`config.mk`:
```
export PLATFORM = sky130hd
export DESIGN_NAME = fetch_sequencer
export DESIGN_NICKNAME = d
export VERILOG_FILES = /design/src/rtl/fseq_pkg.sv /design/src/rtl/fseq_decode.sv /design/src/rtl/fseq_next.sv /design/src/rtl/fseq_state.sv /design/src/rtl/fetch_sequencer.sv
export SDC_FILE = /design/constraint.sdc
export NUM_CORES = 1
export LEC_CHECK = 0
export CORE_MARGIN = 2
export CORE_UTILIZATION = 35
export DETAILED_ROUTE_END_ITERATION = 6
export DONT_BUFFER_PORTS = 1
export PLACE_DENSITY_LB_ADDON = 0.05
export SETUP_SLACK_MARGIN = 0.1
export SLEW_MARGIN = 10
export SYNTH_ARGS = -nofsm -noshare
export SYNTH_HDL_FRONTEND = slang
export SYNTH_SLANG_ARGS = --single-unit
```
`constraint.sdc`:
```
create_clock -name clk -period 2.6 [get_ports clk]
set_input_delay 0.26 -clock clk [delete_from_list [all_inputs] [get_ports clk]]
set_output_delay 0.26 -clock clk [all_outputs]
set_load 0.05 [all_outputs]
```
`src/rtl/fseq_pkg.sv`:
```
package fseq_pkg;

    localparam int OPC_W = 4;

    localparam logic [OPC_W-1:0] OPC_HALT  = 4'b0000;
    localparam logic [OPC_W-1:0] OPC_JUMP  = 4'b0100;
    localparam logic [OPC_W-1:0] OPC_JZERO = 4'b0101;
    localparam logic [OPC_W-1:0] OPC_JCARR = 4'b0110;

    typedef enum logic [1:0] {
        ACT_STEP = 2'd0,
        ACT_JUMP = 2'd1,
        ACT_HALT = 2'd2
    } act_e;

    typedef enum logic [1:0] {
        COND_NONE  = 2'd0,
        COND_ZERO  = 2'd1,
        COND_CARRY = 2'd2
    } cond_e;

    typedef struct packed {
        act_e  act;
        cond_e cond;
        logic  use_imm;
    } ctl_t;

    function automatic ctl_t classify(input logic vld,
                                      input logic [OPC_W-1:0] opc,
                                      input logic imm);
        ctl_t c;
        c.act     = ACT_STEP;
        c.cond    = COND_NONE;
        c.use_imm = imm;
        if (vld) begin
            case (opc)
                OPC_HALT:  c.act = ACT_HALT;
                OPC_JUMP:  c.act = ACT_JUMP;
                OPC_JZERO: begin c.act = ACT_JUMP; c.cond = COND_ZERO;  end
                OPC_JCARR: begin c.act = ACT_JUMP; c.cond = COND_CARRY; end
                default:   c.act = ACT_STEP;
            endcase
        end
        return c;
    endfunction

endpackage

```
`src/rtl/fseq_decode.sv`:
```
module fseq_decode
    import fseq_pkg::*;
(
    input  logic             dec_valid,
    input  logic [OPC_W-1:0] dec_opcode,
    input  logic             imm_sel,
    input  logic             flag_z,
    input  logic             flag_c,
    output ctl_t             ctl,
    output logic             take_jump
);
    logic cond_ok;

    always_comb begin
        ctl = classify(dec_valid, dec_opcode, imm_sel);
        case (ctl.cond)
            COND_ZERO:  cond_ok = flag_z;
            COND_CARRY: cond_ok = flag_c;
            default:    cond_ok = 1'b1;
        endcase
        take_jump = (ctl.act == ACT_JUMP) && cond_ok;
    end
endmodule

```
`src/rtl/fseq_next.sv`:
```
module fseq_next
    import fseq_pkg::*;
#(
    parameter int ADDR_W = 16
) (
    input  logic [ADDR_W-1:0] pc_now,
    input  logic [ADDR_W-1:0] reg_target,
    input  logic [ADDR_W-1:0] imm_value,
    input  ctl_t              ctl,
    input  logic              take_jump,
    output logic [ADDR_W-1:0] pc_next
);
    logic [ADDR_W-1:0] target;
    logic [ADDR_W-1:0] seq_addr;

    always_comb begin
        target   = ctl.use_imm ? imm_value : reg_target;
        seq_addr = pc_now + {{(ADDR_W-1){1'b0}}, 1'b1};
        pc_next  = take_jump ? target : seq_addr;
    end
endmodule

```
`src/rtl/fseq_state.sv`:
```
module fseq_state
    import fseq_pkg::*;
#(
    parameter int ADDR_W = 16
) (
    input  logic              clk,
    input  logic              rst,
    input  ctl_t              ctl,
    input  logic [ADDR_W-1:0] pc_next,
    output logic [ADDR_W-1:0] pc_q,
    output logic              halt_q
);
    always_ff @(posedge clk) begin
        if (rst) begin
            pc_q   <= '0;
            halt_q <= 1'b0;
        end else if (!halt_q) begin
            if (ctl.act == ACT_HALT) begin
                halt_q <= 1'b1;
            end else begin
                pc_q <= pc_next;
            end
        end
    end
endmodule

```
`src/rtl/fetch_sequencer.sv`:
```
module fetch_sequencer
    import fseq_pkg::*;
#(
    parameter int ADDR_W = 16
) (
    input  logic              clk,
    input  logic              rst,
    input  logic              dec_valid,
    input  logic [3:0]        dec_opcode,
    input  logic              imm_sel,
    input  logic [ADDR_W-1:0] reg_target,
    input  logic [ADDR_W-1:0] imm_value,
    input  logic              flag_z,
    input  logic              flag_c,
    output logic [ADDR_W-1:0] fetch_addr,
    output logic              fetch_valid,
    output logic              halted
);
    ctl_t              ctl;
    logic              take_jump;
    logic [ADDR_W-1:0] pc_q;
    logic [ADDR_W-1:0] pc_next;
    logic              halt_q;

    fseq_decode u_decode (
        .dec_valid (dec_valid),
        .dec_opcode(dec_opcode),
        .imm_sel   (imm_sel),
        .flag_z    (flag_z),
        .flag_c    (flag_c),
        .ctl       (ctl),
        .take_jump (take_jump)
    );

    fseq_next #(.ADDR_W(ADDR_W)) u_next (
        .pc_now    (pc_q),
        .reg_target(reg_target),
        .imm_value (imm_value),
        .ctl       (ctl),
        .take_jump (take_jump),
        .pc_next   (pc_next)
    );

    fseq_state #(.ADDR_W(ADDR_W)) u_state (
        .clk    (clk),
        .rst    (rst),
        .ctl    (ctl),
        .pc_next(pc_next),
        .pc_q   (pc_q),
        .halt_q (halt_q)
    );

    assign fetch_addr  = pc_q;
    assign fetch_valid = !halt_q;
    assign halted      = halt_q;
endmodule

```
# Word-level counts from Yosys, hierarchy flattened
# Index checks and enable logic that the tools add are counted.
# word_totals
regBits	17
in_bits	42
out_inout_bits	18
# classes
n_addsub	1
eq_ne	7
mux	8
n_bitwise	2
reduce_logical	5
# ops
cell	count
two-way mux 16 bit	2
adder 16 x 1 -> 16 bit, second input constant	1
equality test 4 x 3 -> 1 bit, second input constant	3
case mux 2 bit (2 select lines)	2
equality test 2 x 1 -> 1 bit, second input constant	2
equality test 2 bit, second input constant	2
logical NOT 4 bit	1
two-way mux 4 bit	1
OR reduction 3 bit	1
two-way mux 1 bit	2
NOT 1 bit	2
case mux 1 bit (2 select lines)	1
AND reduction 2 bit	1
logical AND 1 bit	1
logical NOT 1 bit	1

# Depth between registers and ports, before layout
# depth
ltp_word	8
ltp_mapped	10
ltp_nobuf	9

# Cells and area by module
# A second synthesis with hierarchy kept.
# unflattened
cells_unflattened	189
area_unflattened_um2	1605.3
# by_module_without_submodules
module	instances	cells_each	area_per_inst_um2
fseq_state	1	72	755.7
fseq_next	1	103	726.9
fseq_decode	1	13	118.9
fetch_sequencer	1	1	3.8

# Worst setup path after synthesis
# Ideal clock, no wire load.
# synth_timing
kind	input port to flip-flop
from	input dec_opcode[3]
to	register u_state.pc_q[11]
setup_ns	0.132
arrival_ns	2.199
required_time_ns	2.468
setup_slack_ns	0.269
cell_stages	9
path_buffers	1
path_cell_list	nand3b_4 > or3b_2 > ha_1 > a21oi_1 > a221oi_4 > clkbuf_1 > nand2_1 > a21oi_1 > nor3_1
# synth_via
elab_chain_len	7
elab_cells_between_ends	17
cone_classes	7 x eq/ne; 5 x mux; 1 x bitwise; 4 x reduce/logical
# synth_lines
element	line	text
start: declaration	fetch_sequencer.sv:9	input logic [3:0] dec_opcode,
equality test 4 x 3 -> 1 bit	fseq_pkg.sv:36	case (opc)
case mux 2 bit (2 select lines) / OR reduction 3 bit (equally long branches)	-	
two-way mux 4 bit (*)	fseq_pkg.sv:35	if (vld) begin
equality test 2 bit, or another cell as far along	fseq_decode.sv:16	case (ctl.cond)
case mux 1 bit (2 select lines), or another cell as far along	fseq_decode.sv:16	
logical AND 1 bit / NOT 1 bit (equally long branches)	-	
two-way mux 16 bit / AND reduction 2 bit (equally long branches)	-	
end signal: assignment	fseq_state.sv:21	pc_q <= pc_next;
end: declaration	fseq_state.sv:10	output logic [ADDR_W-1:0] pc_q,
# Every way passes the cells marked *; elsewhere a longest branch is shown, timed or not.
# A chain may end at the register's enable or synchronous reset.

# Worst setup path in the final report
# layout_timing
from	input dec_opcode[3]
to	register u_state.pc_q[5]
# The elaborated chain is that of the path after synthesis.

==> results.sh <==
export IMPL_path_delay_family="compound AO/OA/AOI/OAI gates"
export IMPL_dpl_cell_area_sq_mm=0.00145
export IMPL_slowest_delay_ns=0.49
export IMPL_grt_pass1_wl_mm=5.88
export IMPL_rsz0062_at_grt="false"
export IMPL_wl_met3_um=224
export IMPL_finalSetupTns_ns=0
export IMPL_hpwl_mm=2.65
export IMPL_ys_seq_elements=17
export IMPL_ctsHoldBuffers=0
export IMPL_ant_nets=0
export IMPL_synth_common_cells="a21oi_1 (24), dfxtp_1 (17), nand2_1 (12), mux2i_1 (11), nor2_1 (11)"
export IMPL_setup_viol=0
export IMPL_syn_to_final_growth_pct=15.9
export IMPL_total_power_uw=660
export IMPL_ir_worst_vdd_uv=155
export IMPL_nFillCells=367
export IMPL_antenna_found_initial=0
export IMPL_cts_clk_slew_worst_paths_ns=0.07
export IMPL_synth_area_leaders="dfxtp_1 (26%), a21oi_1 (9.3%), mux2i_1 (8.6%)"
export IMPL_io_buffer_count=0
export IMPL_drive_gt1_share_pct=23.1
export IMPL_yosysMostFrequentCell="a21oi_1"
export IMPL_cp_max_fo=10
export IMPL_synth_largest_area_cell="dfxtp_1"
export IMPL_layout_area_seq_sq_um=340
export IMPL_initial_core_util_pct=35.7
export IMPL_core_area_sq_mm=0.00361
export IMPL_post_synth_top_area_fraction_pct=26.5
export IMPL_maxSlewViolCount=0
export IMPL_multi_input_area_sq_um=868
export IMPL_track_usage_pct=18.0
export IMPL_n_antenna_cell=0
export IMPL_cts_max_level=1
export IMPL_crit_type="in2reg"
export IMPL_cp_common_cell="a21oi_1"
export IMPL_grt_max_degree=19
export IMPL_power_leakage_nw=0.631
export IMPL_dr_pass1_iters=4
export IMPL_drtIter0Drc=74
export IMPL_worst_ep_required_time_ns=2.72
export IMPL_synth_seq_area_share_pct=26.5
export IMPL_routed_top_layer="met4"
export IMPL_yosysWarningCount=0
export IMPL_routed_wl_met2_mm=1.69
export IMPL_endpoint_kind="flop"
export IMPL_avgSynthCellArea_sq_um=8.09
export IMPL_finalCritPeriodShare_pct=84.5
export IMPL_clkSinkCount=17
export IMPL_mappedNetlistArea_sq_mm=0.00129
export IMPL_async_reset_ff_share_pct=0
export IMPL_vias=1288
export IMPL_syn_inst=159
export IMPL_drt_vias_per_instance=5.83
export IMPL_top_level_ports=60
export IMPL_post_cts_buffers=0
export IMPL_routed_wl_mm=3.60
export IMPL_grt_overflow_total=0
export IMPL_final_setup_skew_ns=0.00325
export IMPL_wl_met1_mm=1.67
export IMPL_tightest_slew_ns=0.598
export IMPL_dieArea_sq_mm=0.00418
export IMPL_finalCriticalPeriod_ns=2.20
export IMPL_cts_resized=0
export IMPL_cts_buffers=3
export IMPL_hp_class="in2reg"
export IMPL_synth_fp_nets=204
export IMPL_synth_edff_count=0
export IMPL_cp_cell_sequence="nand3b_4, or3b_2, ha_1, a21oi_1, a221oi_4, buf_4, nand2_1, a21oi_1, a2111oi_0"
export IMPL_clkLatencyLatePin_ns=0.25
export IMPL_p_per_area_mw_per_mm2=443
export IMPL_drc=0
export IMPL_start_kind="primary input"
export IMPL_nNetsFinal=219
export IMPL_crit_slowest_cell="or3b_2"
export IMPL_root_buffer="clkbuf_8"
export IMPL_hold_viol=0
export IMPL_wl_per_cell_um=16.3
export IMPL_yosys_cell_types_count=43
export IMPL_globalplace_congestion=0.765
export IMPL_die_h_um=64.6
export IMPL_cp_arrival_ns=2.32
export IMPL_final_area_sq_mm=0.00149
export IMPL_drv_cap=0
export IMPL_die_w_um=64.6
export IMPL_outcome="complete, no violations"
export IMPL_ys_flop_type="dfxtp_1"
export IMPL_critPathBufInv=1
export IMPL_max_freq_mhz=455
export IMPL_grt_pass1_vias=1238
export IMPL_rows=22
export IMPL_max_clock_path_buffers=2
export IMPL_slew_headroom_pct=60.1
export IMPL_cts_tree="built"
registers in the layout (all words and copies together) (netlist names):
register and flops:
u_state.pc_q 16, u_state.halt_q 1
final timing paths:
| kind | from | to | slack, ns | cells after the start |
|---|---|---|---|---|
| max | dec_opcode[3] | u_state.pc_q[5] | 0.40 | 9 |
| min | rst | u_state.pc_q[15] | 0.07 | 1 |
| max reg2reg | u_state.pc_q[10] | u_state.pc_q[15] | 0.79 | 6 |
| min reg2reg | u_state.pc_q[3] | u_state.pc_q[3] | 0.61 | 2 |
cell usage in the layout (no fill, tap or decap), types with 4 or more instances in the layout:
cell type | Yosys | final
nand2_1 | 12 | 12
inv_1 | 7 | 7
o32ai_1 | 4 | 4
nand4_1 | 5 | 5
nor3_1 | 10 | 10
nor2_1 | 11 | 11
buf_4 | 2 | 20
mux2_2 | 5 | 5
nand3_1 | 5 | 5
mux2i_1 | 11 | 11
a21oi_1 | 24 | 24
dfxtp_1 | 17 | 17
a21o_1 | 4 | 4
cells by family (layout without fill, tap and decap cells):
kind of cell | count (synthesis) | count (layout) | share of synthesized area, %
buf+inv | 17 | 31 | 6.03
mux | 16 | 16 | 12.9
compound gates | 49 | 49 | 26.1
fa+ha+maj | 3 | 3 | 2.92
simple gates | 57 | 57 | 25.6
flops | 17 | 17 | 26.5
per-stage QoR:
step / hold WS (ns) / util [%] / std cells / worst slack [ns]
floorplan: 0.501 / - / 159 / 0.269
global placement: 0.334 / 40.1 / 217 / 0.0907
detailed placement: 0.334 / 40.1 / 217 / 0.153
CTS: 0.0621 / 41.3 / 221 / 0.409
global route: 0.0593 / 41.3 / 221 / 0.260
finish: 0.0693 / 41.3 / 221 / 0.403
layer usage:
| layer | track usage (%) | vias to the layer above |
|---|---|---|
| met3 | 2.60 | 2 |
| li1 | - | 634 |
| met2 | 30.5 | 51 |
| met1 | 23.9 | 601 |
| met5 | 0 | - |
| met4 | 4.79 | 0 |
cell type report:
cell class / instances / area share [%]
repair buffers: 20 / 10.1
multi-input cells: 125 / 58.3
inverters: 7 / 1.76
well taps: 48 / 4.03
flip-flops and latches: 17 / 22.8
clock buffers: 4 / 3.02
power breakdown:
part	internal, mW	switching, mW	leakage [nW]
logic	0.0608	0.102	0.470
clock network	0.109	0.0970	0.0228
registers	0.275	0.0160	0.139
Power figures use the tool's default switching activity.
